### src/rtl/membist_pkg.sv
package membist_pkg;

    localparam int unsigned NUM_CH   = 2;
    localparam int unsigned CH_DATA  = 0;   // control bits [15:0]
    localparam int unsigned CH_INSTR = 1;   // control bits [31:16]
    localparam int unsigned FIELD_W  = 16;
    localparam int unsigned SIZE_W   = 11;

    // One channel's 16-bit slice of the control word (bit order is the interface)
    typedef struct packed {
        logic [SIZE_W-1:0] size;
        logic              done;
        logic              fail;
        logic              en;
        logic              pause;
        logic              run;
    } chan_word_t;

    typedef struct packed {
        logic [SIZE_W-1:0] size;
        logic              en;
        logic              pause;
    } chan_cfg_t;

    typedef enum logic [2:0] {
        PH_IDLE,
        PH_WR_TRUE,
        PH_RD_TRUE,
        PH_WR_INV,
        PH_RD_INV,
        PH_DRAIN
    } phase_e;

    // Last word address for exponent n, clamped to an address width of aw
    function automatic int unsigned span_last(input logic [SIZE_W-1:0] n,
                                              input int unsigned aw);
        int unsigned e;
        e = (int'(n) > int'(aw)) ? aw : int'(n);
        return (32'd1 << e) - 32'd1;
    endfunction

    function automatic phase_e next_pass(input phase_e p);
        case (p)
            PH_WR_TRUE: return PH_RD_TRUE;
            PH_RD_TRUE: return PH_WR_INV;
            PH_WR_INV:  return PH_RD_INV;
            PH_RD_INV:  return PH_DRAIN;
            default:    return PH_IDLE;
        endcase
    endfunction

    function automatic logic is_active(input phase_e p);
        return (p == PH_WR_TRUE) || (p == PH_RD_TRUE) ||
               (p == PH_WR_INV)  || (p == PH_RD_INV);
    endfunction

    function automatic logic is_write(input phase_e p);
        return (p == PH_WR_TRUE) || (p == PH_WR_INV);
    endfunction

    function automatic logic is_inverted(input phase_e p);
        return (p == PH_WR_INV) || (p == PH_RD_INV);
    endfunction

endpackage

### src/rtl/membist_regs.sv
module membist_regs
    import membist_pkg::*;
(
    input  logic                           clk,
    input  logic                           rst,
    input  logic                           wr_en,
    input  logic [31:0]                    wr_data,
    input  logic [NUM_CH-1:0]              run_st,
    input  logic [NUM_CH-1:0]              done_st,
    input  logic [NUM_CH-1:0]              fail_st,
    output chan_cfg_t [NUM_CH-1:0]         cfg,
    output logic [NUM_CH-1:0]              start_req,
    output logic [NUM_CH-1:0][SIZE_W-1:0]  start_size,
    output logic [31:0]                    rd_data
);

    for (genvar c = 0; c < NUM_CH; c++) begin : g_ch
        chan_word_t wr_slice;
        chan_word_t rd_slice;
        chan_cfg_t  cfg_q;
        logic       unused_sbz;

        assign wr_slice = chan_word_t'(wr_data[c*FIELD_W +: FIELD_W]);
        // complete/fail positions are status only; written values are dropped
        assign unused_sbz = wr_slice.done ^ wr_slice.fail;

        always_ff @(posedge clk) begin
            if (rst) begin
                cfg_q <= '0;
            end else if (wr_en) begin
                cfg_q.size  <= wr_slice.size;
                cfg_q.en    <= wr_slice.en;
                cfg_q.pause <= wr_slice.pause;
            end
        end

        assign start_req[c]  = wr_en && wr_slice.run && (wr_slice.en || cfg_q.en);
        assign start_size[c] = wr_slice.size;
        assign cfg[c]        = cfg_q;

        always_comb begin
            rd_slice.size  = cfg_q.size;
            rd_slice.done  = done_st[c];
            rd_slice.fail  = fail_st[c];
            rd_slice.en    = cfg_q.en;
            rd_slice.pause = cfg_q.pause;
            rd_slice.run   = run_st[c];
        end

        assign rd_data[c*FIELD_W +: FIELD_W] = rd_slice;
    end

endmodule

### src/rtl/membist_engine.sv
module membist_engine
    import membist_pkg::*;
#(
    parameter int unsigned       ADDR_W  = 10,
    parameter int unsigned       DATA_W  = 32,
    parameter logic [DATA_W-1:0] PATTERN = '0
) (
    input  logic              clk,
    input  logic              rst,
    input  logic              start,
    input  logic [SIZE_W-1:0] start_size,
    input  logic              pause,
    output logic              ram_en,
    output logic              ram_we,
    output logic [ADDR_W-1:0] ram_addr,
    output logic [DATA_W-1:0] ram_wdata,
    input  logic [DATA_W-1:0] ram_rdata,
    output logic              running,
    output logic              done,
    output logic              fail
);

    phase_e            phase_q;
    logic [ADDR_W-1:0] addr_q;
    logic [ADDR_W-1:0] last_q;
    logic              cmp_pend_q;
    logic [DATA_W-1:0] cmp_exp_q;
    logic              done_q;
    logic              fail_q;

    logic              issue;
    logic [DATA_W-1:0] pass_data;

    assign issue     = is_active(phase_q) && !pause;
    assign pass_data = is_inverted(phase_q) ? ~PATTERN : PATTERN;

    always_ff @(posedge clk) begin
        if (rst) begin
            phase_q    <= PH_IDLE;
            addr_q     <= '0;
            last_q     <= '0;
            cmp_pend_q <= 1'b0;
            cmp_exp_q  <= '0;
            done_q     <= 1'b0;
            fail_q     <= 1'b0;
        end else begin
            cmp_pend_q <= issue && !is_write(phase_q);
            cmp_exp_q  <= pass_data;
            if (cmp_pend_q && (ram_rdata != cmp_exp_q)) begin
                fail_q <= 1'b1;
            end
            case (phase_q)
                PH_IDLE: begin
                    if (start) begin
                        phase_q <= PH_WR_TRUE;
                        addr_q  <= '0;
                        last_q  <= ADDR_W'(span_last(start_size, ADDR_W));
                        done_q  <= 1'b0;
                        fail_q  <= 1'b0;
                    end
                end
                PH_DRAIN: begin
                    phase_q <= PH_IDLE;
                    done_q  <= 1'b1;
                end
                default: begin
                    if (issue) begin
                        if (addr_q == last_q) begin
                            addr_q  <= '0;
                            phase_q <= next_pass(phase_q);
                        end else begin
                            addr_q <= addr_q + 1'b1;
                        end
                    end
                end
            endcase
        end
    end

    assign ram_en    = issue;
    assign ram_we    = issue && is_write(phase_q);
    assign ram_addr  = addr_q;
    assign ram_wdata = pass_data;
    assign running   = (phase_q != PH_IDLE);
    assign done      = done_q;
    assign fail      = fail_q;

endmodule

### src/rtl/membist_ctrl.sv
module membist_ctrl
    import membist_pkg::*;
#(
    parameter int unsigned       ADDR_W  = 10,
    parameter int unsigned       DATA_W  = 32,
    parameter logic [DATA_W-1:0] PATTERN = DATA_W'(32'h5AC3_96E1)
) (
    input  logic              clk,
    input  logic              rst,
    input  logic              reg_wr_en,
    input  logic [31:0]       reg_wr_data,
    output logic [31:0]       reg_rd_data,
    output logic              iram_en,
    output logic              iram_we,
    output logic [ADDR_W-1:0] iram_addr,
    output logic [DATA_W-1:0] iram_wdata,
    input  logic [DATA_W-1:0] iram_rdata,
    output logic              dram_en,
    output logic              dram_we,
    output logic [ADDR_W-1:0] dram_addr,
    output logic [DATA_W-1:0] dram_wdata,
    input  logic [DATA_W-1:0] dram_rdata
);

    chan_cfg_t [NUM_CH-1:0]          cfg;
    logic [NUM_CH-1:0]               start_req;
    logic [NUM_CH-1:0][SIZE_W-1:0]   start_size;
    logic [NUM_CH-1:0]               run_st, done_st, fail_st;
    logic [NUM_CH-1:0]               en_v, we_v;
    logic [NUM_CH-1:0][ADDR_W-1:0]   addr_v;
    logic [NUM_CH-1:0][DATA_W-1:0]   wdata_v, rdata_v;

    membist_regs u_regs (
        .clk        (clk),
        .rst        (rst),
        .wr_en      (reg_wr_en),
        .wr_data    (reg_wr_data),
        .run_st     (run_st),
        .done_st    (done_st),
        .fail_st    (fail_st),
        .cfg        (cfg),
        .start_req  (start_req),
        .start_size (start_size),
        .rd_data    (reg_rd_data)
    );

    for (genvar c = 0; c < NUM_CH; c++) begin : g_eng
        membist_engine #(
            .ADDR_W  (ADDR_W),
            .DATA_W  (DATA_W),
            .PATTERN (PATTERN)
        ) u_eng (
            .clk        (clk),
            .rst        (rst),
            .start      (start_req[c]),
            .start_size (start_size[c]),
            .pause      (cfg[c].pause),
            .ram_en     (en_v[c]),
            .ram_we     (we_v[c]),
            .ram_addr   (addr_v[c]),
            .ram_wdata  (wdata_v[c]),
            .ram_rdata  (rdata_v[c]),
            .running    (run_st[c]),
            .done       (done_st[c]),
            .fail       (fail_st[c])
        );
    end

    assign rdata_v[CH_INSTR] = iram_rdata;
    assign rdata_v[CH_DATA]  = dram_rdata;

    assign iram_en    = en_v[CH_INSTR];
    assign iram_we    = we_v[CH_INSTR];
    assign iram_addr  = addr_v[CH_INSTR];
    assign iram_wdata = wdata_v[CH_INSTR];
    assign dram_en    = en_v[CH_DATA];
    assign dram_we    = we_v[CH_DATA];
    assign dram_addr  = addr_v[CH_DATA];
    assign dram_wdata = wdata_v[CH_DATA];

endmodule

### config.mk
export PLATFORM = sky130hd
export DESIGN_NAME = membist_ctrl
export DESIGN_NICKNAME = d
export VERILOG_FILES = /design/src/rtl/membist_pkg.sv /design/src/rtl/membist_regs.sv /design/src/rtl/membist_engine.sv /design/src/rtl/membist_ctrl.sv
export SDC_FILE = /design/constraint.sdc
export NUM_CORES = 1
export LEC_CHECK = 0
export BUFFER_PORTS_ARGS = -buffer_cell sky130_fd_sc_hd__buf_2
export CAP_MARGIN = 20
export CORE_AREA = 5 5 126 92
export CTS_BUF_LIST = sky130_fd_sc_hd__clkbuf_16
export DETAILED_ROUTE_END_ITERATION = 8
export DIE_AREA = 0 0 131 97
export PLACE_DENSITY = 0.86
export SETUP_SLACK_MARGIN = 0.2
export SKIP_CTS_REPAIR_TIMING = 1
export SLEW_MARGIN = 20
export SYNTH_ARGS = -nofsm -noshare
export SYNTH_HDL_FRONTEND = slang
export SYNTH_HIERARCHICAL = 1
export SYNTH_SLANG_ARGS = --single-unit
### constraint.sdc
create_clock -name clk -period 4.05 [get_ports clk]
set_input_delay 0.2025 -clock clk [delete_from_list [all_inputs] [get_ports clk]]
set_output_delay 0.2025 -clock clk [all_outputs]
set_load 0.03 [all_outputs]
# == After elaboration in Yosys (flattened, before gate mapping) ==
# Index checks and enable logic that the tools add are counted.
# word_totals
regBits,142
input_bits,99
output_inout_bits,120
wordCells,126
# classes
addsub,4
magnitude_cmp,2
eq_ne,16
shifts,2
n_mux,32
n_bitwise,2
n_reduce_logical,48
# ops
operator,n
two-way mux 32 bit,2
inequality test 32 bit,2
left shift 1 x 32 -> 10 bit (first input constant),2
two-way mux 10 bit,6
one-hot mux 10 bit (2 select lines),2
one-hot mux 3 bit (4 select lines),2
greater-than comparator 11 x 4 -> 1 bit (second input constant),2
two-way mux 11 bit,2
adder 10 x 1 -> 10 bit (second input constant),2
equality test 10 bit,2
subtractor 10 x 1 -> 10 bit (second input constant),2
two-way mux 3 bit,6
nonzero test 3 bit,6
equality test 3 x 2 -> 1 bit (second input constant),4
equality test 3 bit (second input constant),4
logical AND 1 bit,12
logical OR 1 bit,12
one-hot mux 3 bit (2 select lines),2
AND reduction 3 bit,4
two-way mux 1 bit,8
AND reduction 2 bit,4
nonzero test 2 bit,4
equality test 3 x 1 -> 1 bit (second input constant),2
zero test 3 bit,2
other kinds (4),10

# == Longest topological paths before layout ==
# Gate-level depths: netlist (run 1).
# depth
ltp_word,7
mapped_depth,10
mapped_depth_nobuf,8

# == Cells and area by module ==
# Netlist (run 1), hierarchy kept.
# by_module_without_submodules
mod,instances,cells_each,area_per_inst_um2,seq_area_each_um2
membist_engine,2,248,1974.4,560.5
membist_regs,1,140,1368.8,520.5

# == Worst setup path before layout (run 1) ==
# No wires, ideal clock.
# synth_timing
kind,reg2out
start,register g_eng[0].u_eng.phase_q[0]
end,output port dram_wdata[10]
t_arrival_ns,3.385
required_time_ns,3.848
slack_ns,0.462
path_stages_with_launch,6
path_buffers,2
cell_sequence,dfxtp_1 buf_2 nand2_1 o21ai_0 inv_1 buf_4
# synth_between
elab_chain_len,3
elab_cells_between_ends,4
cone_classes,eq/ne: 2; mux: 1; reduce/logical: 1
# synth_lines
item,line,text
from (decl),membist_engine.sv:23,phase_e phase_q;
from (signal assigned),membist_engine.sv:70,phase_q <= next_pass(phase_q);
equality test 3 x 2 -> 1 bit / equality test 3 bit (equally long branches),membist_pkg.sv:62,return (p == PH_WR_INV) || (p == PH_RD_INV);
logical OR 1 bit *,membist_pkg.sv:62,
two-way mux 32 bit *,membist_engine.sv:35,assign pass_data = is_inverted(phase_q) ? ~PATTERN : PATTERN;
to (decl),membist_ctrl.sv:21,"output logic [DATA_W-1:0] dram_wdata,"
# Mark *: on every way between the ends. The rest lies on a longest branch, timed or not.

# == Worst setup path after layout (run 1) ==
# layout_timing
start,register g_eng[1].u_eng.phase_q[1]
end,output port iram_wdata[27]
# layout_between
elab_chain_len,3
elab_cells_between_ends,4
cone_classes,eq/ne: 2; mux: 1; reduce/logical: 1
# layout_lines
item,line,text
from (decl),membist_engine.sv:23,
from (signal assigned),membist_engine.sv:70,
equality test 3 x 2 -> 1 bit / equality test 3 bit (equally long branches),membist_pkg.sv:62,
logical OR 1 bit *,membist_pkg.sv:62,
two-way mux 32 bit *,membist_engine.sv:35,
to (decl),membist_ctrl.sv:16,"output logic [DATA_W-1:0] iram_wdata,"
# Marked as above.

==> Implementation_results.wiki, run 1 <==
{| class="wikitable"
! Metric !! Value
|-
| Worst setup path category || register to primary output
|-
| TritonCTS clock tree || built
|-
| Max-slew violation total from the final report || 0
|-
| Critical path data arrival time || approximately 1.9 ns
|-
| Area of the die || 12700 um^2
|-
| Biggest cell delay along the critical path || 0.58 ns
|-
| Max-capacitance violation count || 0
|-
| Total standard cell area after synthesis || roughly 5300 um^2
|-
| Vias after detailed routing || 4504
|-
| Proportion of register bits with asynchronous set or reset after synthesis || 0%
|-
| P_leak || about 2.7 nW
|-
| Core Box Area || 10200 um^2
|-
| Post-route fraction of the period consumed by the critical path || 52.1%
|-
| Power share of the clock group || around 34%
|-
| Setup violations, final || 0
|-
| Largest net degree at the start of global routing || 47
|-
| Wire length per cell after detailed routing || 14.8 um
|-
| Power consumption || 0.00225 W
|-
| Critical path cell sequence || nor2_1 -> nand2_1 -> o21ai_0 -> buf_4 -> inv_1 -> buf_2
|-
| Crit path max fanout || 18
|-
| Number of buffer and inverter instances along the worst setup path || 3
|-
| Crit path capture type || primary output
|-
| Proportion of power drawn by combinational gates || 25.5%
|-
| Number of antenna-violating nets in the routed design || 0
|-
| TritonCTS Buffers || 9
|-
| Sequential cell fraction of total power || 40.4%
|-
| Sinks on Clock Net || 82
|-
| First-iteration detailed-routing DRC count || 174
|-
| Global routing usage summed across all routing layers || ~19%
|-
| Dominant cells by area after synthesis || dfxtp_1, buf_4, nor2_1, mux2i_1, xor2_1
|-
| # IOs || 219
|-
| Vias in the first global route || 4125
|-
| Worst vdd rail ir drop || 0.358 mV
|-
| Number of synthesized register bits || 82
|-
| Internal power || 0.00151 W
|-
| Remaining max-slew budget at the tightest pin || 46.5%
|-
| Final routed wirelength across all metal layers || 12600 um
|-
| Hold Crit Class || primary input to register
|-
| Fillcell total || 925
|-
| Final hold violation count || 0
|-
| Antenna violations before repair || 0
|-
| Worst EP required || 3.85 ns
|-
| Unrepaired setup endpoints after global routing || false
|-
| Power spent charging and discharging nets || 0.000740 W
|-
| Post-placement cell area || 5560 um^2
|-
| Most common library cell in the layout ignoring fill and taps || buf_2
|-
| Final RePlAce weighted congestion || ~0.84
|-
| Dpl hpwl || slightly below 10000 um
|-
| IO Port Bufs || 214
|-
| Critical path launch point || g_eng[1].u_eng/phase_q[1]
|-
| # DRC || 0
|-
| Primary flip-flop cell chosen by synthesis mapping || dfxtp_1
|-
| Initial core utilization || 52.3%
|-
| Worst clock skew || 0.00653 ns
|-
| H-Tree Depth || 3
|-
| Routed vias/inst || 5.26
|-
| Share of final-layout standard cells stronger than drive strength 1 || 36.5%
|-
| Setup slack of the worst register-to-register path || 1.97 ns
|-
| Peak Freq || 474 MHz
|-
| Share of total power consumed by net switching || 32.9%
|-
| Sequential fraction of the synthesis area || 30.9%
|-
| R2R Path Start || u_regs/cfg[1]
|-
| Layout overhead on the synthesized area || 9.86%
|-
| Number of cells produced by synthesis || 636
|-
| Post-CTS clock slew at the launch and capture registers of the worst setup and hold paths || 0.06 ns
|-
| Number of iterations in the first detailed-routing pass || 4
|-
| Mean instance size in the synthesized netlist || 8.36 um^2
|-
| Hold slack || 0.111 ns
|-
| Shortest clock period the worst path allows after layout || 2.11 ns
|-
| TNS Setup || 0 ns
|-
| Number of flops mapped to enable cells by yosys || 0
|-
| Largest buffer count on any clock path || 2
|-
| Area share of the largest cell type after synthesis || 30.9%
|-
| Clk Tree Root Cell || clkbuf_16
|-
| Floorplan die height || 97 um
|-
| Global-route wire length before repair || 20400 um
|-
| Transition time at the pin with the least slew margin || 0.803 ns
|-
| Number of distinct library cells after synthesis || 51
|-
| Warnings from Yosys || 6
|-
| Total congestion overflow after global routing || 0
|-
| Final design instance area without fill || 5840 um^2
|-
| Net Count, Synth || 739
|-
| Cell area power density || 385 nW/um^2
|-
| Total Nets Final || 825
|-
| Status || finished clean
|-
| Horizontal die dimension || roughly 130 um
|-
| Top Family by Delay on Critical Path || buffers and inverters
|-
| Crit-path slowest cell || dfxtp_1
|-
| Worst Setup Start Kind || register
|-
| Number of placement rows || 31
|-
| Number of inserted diodes || 0
|-
| Leading cell types in the layout, fill and taps excluded || buf_2, nor2_1, dfxtp_1, nor3_1, nand2_1
|-
| Source-to-sink clock delay at the later pin of the worst-skew pair || 0.33 ns
|-
| Hold Startpoint || reg_wr_data[1]
|-
| Area leader, netlist || dfxtp_1
|}
[power by group through the flow]
| stage | Sequential [W] | Clock [W] | Combinational, W |
|---|---|---|---|
| 3_5_place_dp | 0.000926 | 0 | 0.000571 |
| 6_report | 0.000910 | 0.000768 | 0.000574 |
| 5_1_grt | 0.000918 | 0.000831 | 0.000623 |
| 4_1_cts | 0.000909 | 0.000798 | 0.000575 |
| 2_1_floorplan | 0.000914 | 0 | 0.000504 |
| 3_3_place_gp | 0.000924 | 0 | 0.000560 |
[final cells by class]
class	instances	area (um^2)	share of cell area [%]
Inverter	10	37.5	0.643
Clock buffer	9	225	3.86
Clock inverter	4	47.5	0.814
Tap cell	132	165	2.83
Timing Repair Buffer	221	1120	19.2
Multi-Input combinational cell	398	2600	44.5
Sequential cell	82	1640	28.1
[final timing paths]
| check | to | depth (start not counted) |
|---|---|---|
| setup / recovery | iram_wdata[27] | 6 |
| hold / removal | u_regs/cfg[0] | 3 |
| setup reg to reg | g_eng[0].u_eng/ram_addr[8] | 6 |
| hold reg to reg | g_eng[1].u_eng/fail | 2 |
[cells by family (layout without fill, tap and decap cells)]
| group | Yosys count | after routing | share of synthesized area [%] |
|---|---|---|---|
| flops | 82 | 82 | 30.9 |
| mux | 28 | 28 | 5.27 |
| fa+ha+maj | 4 | 4 | 0.941 |
| simple gates | 248 | 248 | 26.3 |
| compound gates | 80 | 80 | 10.1 |
| xor+xnor | 38 | 38 | 6.26 |
| buf+inv | 156 | 244 | 20.3 |
[sequential cells by signal, summed over array words and instances, names as in the netlist]
name                    flops
g_eng.u_eng/cmp_exp_q       4
g_eng.u_eng/cmp_pend_q      2
g_eng.u_eng/done            2
g_eng.u_eng/fail            2
g_eng.u_eng/last_q         20
g_eng.u_eng/phase_q         6
g_eng.u_eng/ram_addr       20
u_regs/cfg                 26
[per-stage QoR]
stage                     util (%)  cells  setup slack [ns]
after global placement        54.7    843              1.66
after detailed placement      54.7    843              1.61
after floorplan                  -    636             0.462
after global routing          57.5    856              1.65
after CTS                     57.4    856              1.58
final                         57.5    856              1.94
[worst min-delay path: cells and delay by family]
family / cells / cell delay [ns]
buffers and inverters: 1 / 0.07
multiplexers: 1 / 0.05
AND/OR/NAND/NOR: 1 / 0.07
[synth_stat cells (4+ instances only)]
cell,count
a211oi_1,12
a21oi_1,10
a311oi_1,10
a31oi_1,12
and2_1,4
buf_2,10
buf_4,118
clkbuf_1,15
dfxtp_1,82
ha_1,4
inv_1,8
mux2i_1,28
nand2_1,30
nand3_1,12
nand4_1,8
nor2_1,96
nor2b_1,8
nor3_1,30
nor3b_1,4
nor4_1,12
nor4_2,6
nor4b_2,6
o21ai_0,18
o21ai_1,4
or4b_2,4
xnor2_1,16
xor2_1,22
[per-layer routing]
| layer | routed length (um) | vias up | share of wire [%] | track usage [%] |
|---|---|---|---|---|
| met5 | 0 | - | 0 | 0 |
| met4 | 89 | 0 | 0.70 | 4.19 |
| met3 | 1090 | 9 | 8.6 | 5.01 |
| met2 | 6020 | 150 | 48 | 32.1 |
| met1 | 5430 | 2070 | 43 | 25.3 |
| li1 | - | 2275 | - | - |
Power figures use the tool's default switching activity.
==> run 2, diff against run 1 <==
ABC_AREA = 1   (was not set)
CORE_AREA = 5 5 143 104   (was 5 5 126 92)
DIE_AREA = 0 0 148 109   (was 0 0 131 97)
PLACE_DENSITY = 0.77   (was 0.86)
clock period = 1.7 ns   (was 4.05 ns; I/O delays follow)
==> run 2 against run 1 <==
  * The flow now finishes with violations (negative setup slack)
  * Flip-flop and latch count stayed put
  * Clock power grew to 2.7 times the previous value
  * Sequential power rose to 2.7 times the previous value
  * Via count is 32% higher
  * Power rose to 5.0 times the previous value
  * Die area rose by 27%
  * Setup slack worse by 2.0 ns
  * Register-to-register slack got worse by 2.0 ns
==> Implementation_results.wiki, run 2 <==
{| class="wikitable"
! Metric !! Value
|-
| Status || complete, but fails checks (was finished clean)
|-
| Violated checks || negative setup slack
|-
| Area leader, netlist || dfxtp_1 (unchanged)
|-
| Number of inserted diodes || 0 (unchanged)
|-
| Vias in the first global route || 4826 (was 4125)
|-
| Initial core utilization || 44.3% (was 52.3%)
|-
| Area of the die || 16100 um^2 (was 12700 um^2)
|-
| Number of synthesized register bits || 82 (unchanged)
|-
| IO Port Bufs || 214 (unchanged)
|-
| Post-route fraction of the period consumed by the critical path || 104%
|-
| Leading cell types in the layout, fill and taps excluded || buf_2, nand2_1, nor2_1, inv_1, dfxtp_1 (was buf_2, nor2_1, dfxtp_1, nor3_1, nand2_1)
|-
| Worst path depth || 6 (unchanged)
|-
| Clk Tree Root Cell || clkbuf_16 (unchanged)
|-
| Transition time at the pin with the least slew margin || 0.522 ns (was 0.803 ns)
|-
| Number of placement rows || 36 (was 31)
|-
| Sinks on Clock Net || 82 (unchanged)
|-
| Worst setup margin || -0.0756 ns (was 1.94 ns)
|-
| Crit-path slowest cell || dfxtp_4 (was dfxtp_1)
|-
| Final RePlAce weighted congestion || 0.887 (was 0.841)
|-
| Antenna violations before repair || 0 (unchanged)
|-
| Floorplan die height || 109 um (was 97 um)
|-
| Number of flip-flops under the largest register name || 26 (unchanged)
|-
| Sequential fraction of the synthesis area || 27.5% (was 30.9%)
|-
| Number of buffer and inverter instances along the worst setup path || 3 (unchanged)
|-
| Power spent charging and discharging nets || 0.00508 W (was 0.000740 W)
|-
| R2R Path Start || g_eng[1].u_eng/phase_q[1] (was u_regs/cfg[1])
|-
| Global routing usage summed across all routing layers || 17.6% (was 19.4%)
|-
| Source-to-sink clock delay at the later pin of the worst-skew pair || 0.33 ns (about the same)
|-
| Crit path max fanout || 8 (was 18)
|-
| First-iteration detailed-routing DRC count || 370 (was 174)
|-
| Setup violations, final || 8 (was 0)
|-
| Critical path data arrival time || 1.69 ns (was 1.91 ns)
|-
| Wire length per cell after detailed routing || 14.5 um (was 14.8 um)
|-
| Routed vias/inst || 4.88 (was 5.26)
|-
| Hold slack || 0.0497 ns (was 0.111 ns)
|-
| Cell area power density || 1400 nW/um^2 (was 385 nW/um^2)
|-
| H-Tree Depth || 3 (unchanged)
|-
| # DRC || 0 (unchanged)
|-
| Global-route wire length before repair || 23400 um (was 20400 um)
|-
| Largest buffer count on any clock path || 2 (unchanged)
|-
| Sequential cell fraction of total power || 22.2% (was 40.4%)
|-
| P_leak || 3.94 nW (was 2.66 nW)
|-
| Mean instance size in the synthesized netlist || 6.70 um^2 (was 8.36 um^2)
|-
| Number of antenna-violating nets in the routed design || 0 (unchanged)
|-
| Shortest clock period the worst path allows after layout || 1.78 ns
|-
| Max-capacitance violation count || 0 (unchanged)
|-
| Final hold violation count || 0 (unchanged)
|-
| Largest net degree at the start of global routing || 49 (was 47)
|-
| Most common library cell in the layout ignoring fill and taps || buf_2 (unchanged)
|-
| Biggest cell delay along the critical path || 0.38 ns (was 0.58 ns)
|-
| Final design instance area without fill || 8020 um^2 (was 5840 um^2)
|-
| Post-placement cell area || 6510 um^2 (was 5560 um^2)
|-
| Dpl hpwl || 11900 um (was 9740 um)
|-
| Dominant cells by area after synthesis || dfxtp_1, buf_4, nand2_1, nor2_1, inv_1 (was dfxtp_1, buf_4, nor2_1, mux2i_1, xor2_1)
|-
| TritonCTS clock tree || built (unchanged)
|-
| Proportion of power drawn by combinational gates || 59.5% (was 25.5%)
|-
| Max-slew violation total from the final report || 0 (unchanged)
|-
| Area share of the largest cell type after synthesis || 27.5% (was 30.9%)
|-
| Worst EP required || 1.62 ns (was 3.85 ns)
|-
| Proportion of register bits with asynchronous set or reset after synthesis || 0% (unchanged)
|-
| Net Count, Synth || 994 (was 739)
|-
| Horizontal die dimension || 148 um (was 131 um)
|-
| Sequential cell area || 1690 um^2 (was 1640 um^2)
|-
| Number of cells produced by synthesis || 891 (was 636)
|-
| Internal power || 0.00615 W (was 0.00151 W)
|-
| Top Family by Delay on Critical Path || buffers and inverters (unchanged)
|-
| Unrepaired setup endpoints after global routing || true (was false)
|-
| Number of flops mapped to enable cells by yosys || 0 (unchanged)
|-
| Layout overhead on the synthesized area || 34.3% (was 9.86%)
|-
| Primary flip-flop cell chosen by synthesis mapping || dfxtp_1 (unchanged)
|-
| Number of cells traversed by the worst hold path || 5 (was 3)
|-
| Power share of the clock group || 18.3% (was 34.1%)
|-
| TritonCTS Buffers || 9 (unchanged)
|-
| Number of distinct library cells after synthesis || 42 (was 51)
|-
| Number of cell instances on the worst register-to-register path || 9 (was 6)
|-
| Total standard cell area after synthesis || 5970 um^2 (was 5320 um^2)
|-
| Hold Crit Class || primary input to register (unchanged)
|-
| Total Nets Final || 1147 (was 825)
|-
| Most instantiated library cell after synthesis || nand2_1 (was buf_4)
|-
| Share of final-layout standard cells stronger than drive strength 1 || 42.9% (was 36.5%)
|-
| Placed Cells || 1165 (was 843)
|-
| Critical path cell sequence || inv_4 -> nand2_4 -> nor2_4 -> a21oi_4 -> clkinvlp_4 -> buf_6 (was nor2_1 -> nand2_1 -> o21ai_0 -> buf_4 -> inv_1 -> buf_2)
|-
| Core Box Area || 13500 um^2 (was 10200 um^2)
|-
| Peak Freq || approximately 560 MHz
|-
| Hold Startpoint || reg_wr_data[1] (unchanged)
|-
| Fillcell total || 1154 (was 925)
|-
| Total congestion overflow after global routing || 0 (unchanged)
|-
| Worst clock skew || 0.00326 ns (was 0.00653 ns)
|-
| Remaining max-slew budget at the tightest pin || 65.1% (was 46.5%)
|-
| Final Instance Count excl. Fillers || 1219 (was 856)
|-
| Footprint of the multi-input gates || 3280 um^2 (was 2600 um^2)
|-
| Warnings from Yosys || 6 (unchanged)
|-
| Worst Setup Start Kind || register (unchanged)
|-
| Vias after detailed routing || 5948 (was 4504)
|-
| Final routed wirelength across all metal layers || 17600 um (was 12600 um)
|-
| Share of total power consumed by net switching || 45.2% (was 32.9%)
|-
| Worst vdd rail ir drop || 0.714 mV (was 0.358 mV)
|-
| Worst setup path category || register to primary output (unchanged)
|-
| Number of iterations in the first detailed-routing pass || 5 (was 4)
|-
| Critical path launch point || g_eng[1].u_eng/phase_q[1] (unchanged)
|-
| Power consumption || 0.0112 W (was 0.00225 W)
|-
| Post-CTS clock slew at the launch and capture registers of the worst setup and hold paths || 0.06 ns (about the same)
|-
| # IOs || 219 (unchanged)
|-
| Crit path capture type || primary output (unchanged)
|-
| Top cells by count, synth || nand2_1, nor2_1, buf_4, inv_1, dfxtp_1 (was buf_4, nor2_1, dfxtp_1)
|}
## run 2: final cells by class
class                   instances  share of cell area [%]
flip-flops and latches         82                    21.1
repair buffers                263                    24.2
multi-input cells             552                    40.9
inverters                     131                    6.74
well taps                     171                    2.67
repair inverters                5                   0.468
clock inverters                 6                    1.05
clock buffers                   9                    2.81
## run 2: metrics by stage
step           util [%]  setup TNS (ns)  setup slack [ns]
3_5_place_dp       48.4               0            0.0646
2_1_floorplan         -           -4.96            -0.196
4_1_cts            50.7           -6.15            -0.207
6_report           59.5          -0.528           -0.0756
5_1_grt            59.5           -1.80            -0.155
3_3_place_gp       48.4               0             0.103
## run 2: worst paths after layout
check,slack (ns),endpoint
worst max register to register,0.01,g_eng[1].u_eng/cmp_exp_q[30]
worst min register to register,0.47,g_eng[0].u_eng/fail
worst max-delay path,-0.08,iram_wdata[31]
worst min-delay path,0.05,u_regs/cfg[0]
## run 2: kinds of logic after synthesis
| kind of cell | share of synthesized area [%] |
|---|---|
| buf+inv | 24.3 |
| simple gates | 39.2 |
| compound gates | 7.04 |
| xor+xnor | 1.17 |
| flops | 27.5 |
| fa+ha+maj | 0.838 |
## run 2: per-layer routing
layer  up-vias  track usage, %  routed length [um]  share of wire [%]
met4         0            4.09                 285                1.6
met1      2685            25.0                8000                 45
met5         -               0                   0                  0
met2       220            26.9                8080                 46
met3        26            4.69                1250                7.1
li1       3017               -                   -                  -
## run 2: power groups by stage
| stage | sequential (W) | combinational, W | clock (W) |
|---|---|---|---|
| floorplan | 0.00247 | 0.00401 | 0 |
| global placement | 0.00247 | 0.00427 | 0 |
| detailed placement | 0.00248 | 0.00433 | 0 |
| CTS | 0.00244 | 0.00435 | 0.00208 |
| global route | 0.00253 | 0.00704 | 0.00217 |
| finish | 0.00250 | 0.00668 | 0.00205 |
## run 2: worst register-to-register path: stages (launching register included)
cell	delay, ns
dfxtp_4	0.38
inv_4	0.05
nand2_4	0.08
nor2_4	0.04
a21oi_4	0.25
clkinvlp_4	0.32
buf_6	0.21
buf_6	0.10
buf_6	0.10
nor2_4	0.09
==> run 3, diff against run 2 <==
ABC_AREA = 0   (was 1)
CORE_AREA = 5 5 116 118   (was 5 5 143 104)
DIE_AREA = 0 0 121 123   (was 0 0 148 109)
PLACE_DENSITY = 0.76   (was 0.77)
==> run 3 against run 2 <==
  * The flow still finishes with violations (negative setup slack)
  * Critical path depth down 1
  * Hold slack worse by 0.046 ns
  * Register-to-register slack got worse by 0.14 ns
  * Setup slack got worse by 0.051 ns
  * Maximum frequency decreased by 2.8%
  * First-iteration DRC count shrank 30%
  * Critical path type is now register to register
  * Largest cell class unchanged
  * Highest routed layer is now met5
==> Implementation_results.wiki, run 3 (synthesis gave the netlist of run 1 again) <==
{| class="wikitable"
! Metric !! Value
|-
| Status || complete, but fails checks (unchanged)
|-
| Violated checks || negative setup slack (unchanged)
|-
| Number of inserted diodes || 0 (unchanged)
|-
| Vias after detailed routing || 5124 (was 5948)
|-
| Total congestion overflow after global routing || 0 (unchanged)
|-
| Horizontal die dimension || 121 um (was 148 um)
|-
| Final core area utilization || 65.2% (was 59.5%)
|-
| Vias in the first global route || 4189 (was 4826)
|-
| Number of cells traversed by the worst hold path || 3 (was 5)
|-
| Setup violations, final || 16 (was 8)
|-
| Most common library cell in the layout ignoring fill and taps || buf_2 (unchanged)
|-
| # DRC || 0 (unchanged)
|-
| Sequential cell fraction of total power || 32.4% (was 22.2%)
|-
| Final RePlAce weighted congestion || 0.798 (was 0.887)
|-
| Max-slew violation total from the final report || 0 (unchanged)
|-
| Share of total power consumed by net switching || 33.0% (was 45.2%)
|-
| Final hold violation count || 0 (unchanged)
|-
| GR Util met3 || 4.25% (was 4.69%)
|-
| TritonCTS clock tree || built (unchanged)
|-
| Remaining max-slew budget at the tightest pin || 73.6% (was 65.1%)
|-
| Layout overhead on the synthesized area || 51.7% (was 34.3%)
|-
| TNS Setup || -0.712 ns (was -0.528 ns)
|-
| Sinks on Clock Net || 82 (unchanged)
|-
| Global routing usage summed across all routing layers || 16.6% (was 17.6%)
|-
| Global-route wire length before repair || 20100 um (was 23400 um)
|-
| Total Nets Final || 932 (was 1147)
|-
| Critical path data arrival time || 2.03 ns (was 1.69 ns)
|-
| Crit path capture type || register (was primary output)
|-
| Worst EP required || 1.91 ns (was 1.62 ns)
|-
| Source-to-sink clock delay at the later pin of the worst-skew pair || 0.34 ns (was 0.33 ns)
|-
| Number of placement rows || 41 (was 36)
|-
| Most used routing layer || met2 (unchanged)
|-
| Shortest clock period the worst path allows after layout || 1.83 ns (was 1.78 ns)
|-
| Power share of the clock group || 32.1% (was 18.3%)
|-
| Cell area power density || 815 nW/um^2 (was 1400 nW/um^2)
|-
| Final Instance Count excl. Fillers || 1006 (was 1219)
|-
| Number of iterations in the first detailed-routing pass || 7 (was 5)
|-
| Wire length per cell after detailed routing || 16.5 um (was 14.5 um)
|-
| Share of final-layout standard cells stronger than drive strength 1 || 55.4% (was 42.9%)
|-
| IO Port Bufs || 214 (unchanged)
|-
| Met2 routing resource usage after global routing || 29.6% (was 26.9%)
|-
| Final design instance area without fill || 8070 um^2 (was 8020 um^2)
|-
| Routed vias/inst || 5.09 (was 4.88)
|-
| Placed Cells || 937 (was 1165)
|-
| Proportion of power drawn by combinational gates || 35.6% (was 59.5%)
|-
| Largest buffer count on any clock path || 2 (unchanged)
|-
| Leading cell types in the layout, fill and taps excluded || buf_2, nor2_1, buf_4, dfxtp_1, buf_6 (was buf_2, nand2_1, nor2_1, inv_1, dfxtp_1)
|-
| H-Tree Depth || 3 (unchanged)
|-
| Number of antenna-violating nets in the routed design || 0 (unchanged)
|-
| Worst vdd rail ir drop || 0.463 mV (was 0.714 mV)
|-
| Global Route met1 Usage || 19.5% (was 25.0%)
|-
| Initial core utilization || 43.0% (was 44.3%)
|-
| Floorplan die height || 123 um (was 109 um)
|-
| Largest net degree at the start of global routing || 25 (was 49)
|-
| Post-CTS clock slew at the launch and capture registers of the worst setup and hold paths || 0.07 ns (was 0.06 ns)
|-
| Number of cell instances on the worst register-to-register path || 5 (was 9)
|-
| Crit path max fanout || 4 (was 8)
|-
| Antenna violations before repair || 1 (was 0)
|-
| # IOs || 219 (unchanged)
|-
| Clk Tree Root Cell || clkbuf_16 (unchanged)
|-
| Unrepaired setup endpoints after global routing || true (unchanged)
|-
| DP Worst Slack || -0.0574 ns (was 0.0646 ns)
|-
| TritonCTS Buffers || 9 (unchanged)
|-
| Worst clock skew || 0.00903 ns (was 0.00326 ns)
|-
| P_leak || 3.59 nW (was 3.94 nW)
|-
| Area of the die || 14900 um^2 (was 16100 um^2)
|-
| Post-route fraction of the period consumed by the critical path || 107% (was 104%)
|-
| Core Box Area || 12400 um^2 (was 13500 um^2)
|-
| Hold Crit Class || primary input to register (unchanged)
|-
| Worst setup margin || -0.126 ns (was -0.0756 ns)
|-
| Power spent charging and discharging nets || 0.00217 W (was 0.00508 W)
|-
| Dpl hpwl || 10300 um (was 11900 um)
|-
| Peak Freq || 548 MHz (was 563 MHz)
|-
| Post-placement cell area || 6200 um^2 (was 6510 um^2)
|-
| Worst setup path category || register to register (was register to primary output)
|-
| Number of flip-flops under the largest register name || 26 (unchanged)
|-
| Max-capacitance violation count || 0 (unchanged)
|-
| Internal power || 0.00440 W (was 0.00615 W)
|-
| First-iteration detailed-routing DRC count || 258 (was 370)
|-
| Worst Setup Start Kind || register (unchanged)
|-
| Final routed wirelength across all metal layers || 16600 um (was 17600 um)
|-
| Transition time at the pin with the least slew margin || 0.396 ns (was 0.522 ns)
|}
[run 3: changes by cell type in the layout (fill, tap and decap cells not counted), moves of 15 or more]
cell	delta
nand2_1	-126
inv_1	-96
buf_4	+46
nor2_1	-46
mux2i_1	+28
nand3_1	-26
nand4_1	-26
nor2_2	-20
nor3_1	+17
buf_8	+16
xor2_1	+15
[run 3: layout make-up]
cell class	instances	area [um^2]
multi-input cells	398	3080
flip-flops and latches	82	1720
repair inverters	4	30.0
repair buffers	324	2660
inverters	10	45.0
clock buffers	9	225
clock inverters	7	93.8
well taps	172	215
fillers	944	4300
[run 3: critical path: stages, from the launching register on]
cell and delay [ns]:
dfxtp_4 0.36, xor2_2 0.19, nor4_4 0.38, nand3_4 0.15
o21ai_2 0.17, or4b_1 0.44
[run 3: power by group through the flow]
| stage | clock network (W) | registers (W) | logic, W |
|---|---|---|---|
| after global placement | 0 | 0.00216 | 0.00161 |
| final | 0.00211 | 0.00213 | 0.00234 |
| after floorplan | 0 | 0.00218 | 0.00124 |
| after detailed placement | 0 | 0.00216 | 0.00163 |
| after CTS | 0.00212 | 0.00212 | 0.00164 |
| after global routing | 0.00221 | 0.00214 | 0.00248 |
[run 3: path summary, 6_finish.rpt]
kind | start | endpoint | slack (ns)
max | g_eng[1].u_eng/ram_addr[6] | g_eng[1].u_eng/phase_q[0] | -0.13
max reg2reg | g_eng[1].u_eng/ram_addr[6] | g_eng[1].u_eng/phase_q[0] | -0.13
min | reg_wr_data[13] | u_regs/cfg[10] | 0.004
min reg2reg | g_eng[0].u_eng/cmp_pend_q | g_eng[0].u_eng/fail | 0.47
[run 3: layer usage]
layer / wire (um) / vias up / part of all wire, %
met5: 13 / - / 0.078
met4: 423 / 2 / 2.5
met3: 1170 / 33 / 7.1
met2: 8600 / 200 / 52
met1: 6390 / 2402 / 38
li1: - / 2487 / -
[run 3: through the flow]
step	hold slack (ns)	power, W
6_report	0.00417	0.00657
3_3_place_gp	0.327	0.00377
4_1_cts	-0.0203	0.00589
2_1_floorplan	0.232	0.00341
3_5_place_dp	0.334	0.00380
5_1_grt	0.00542	0.00684
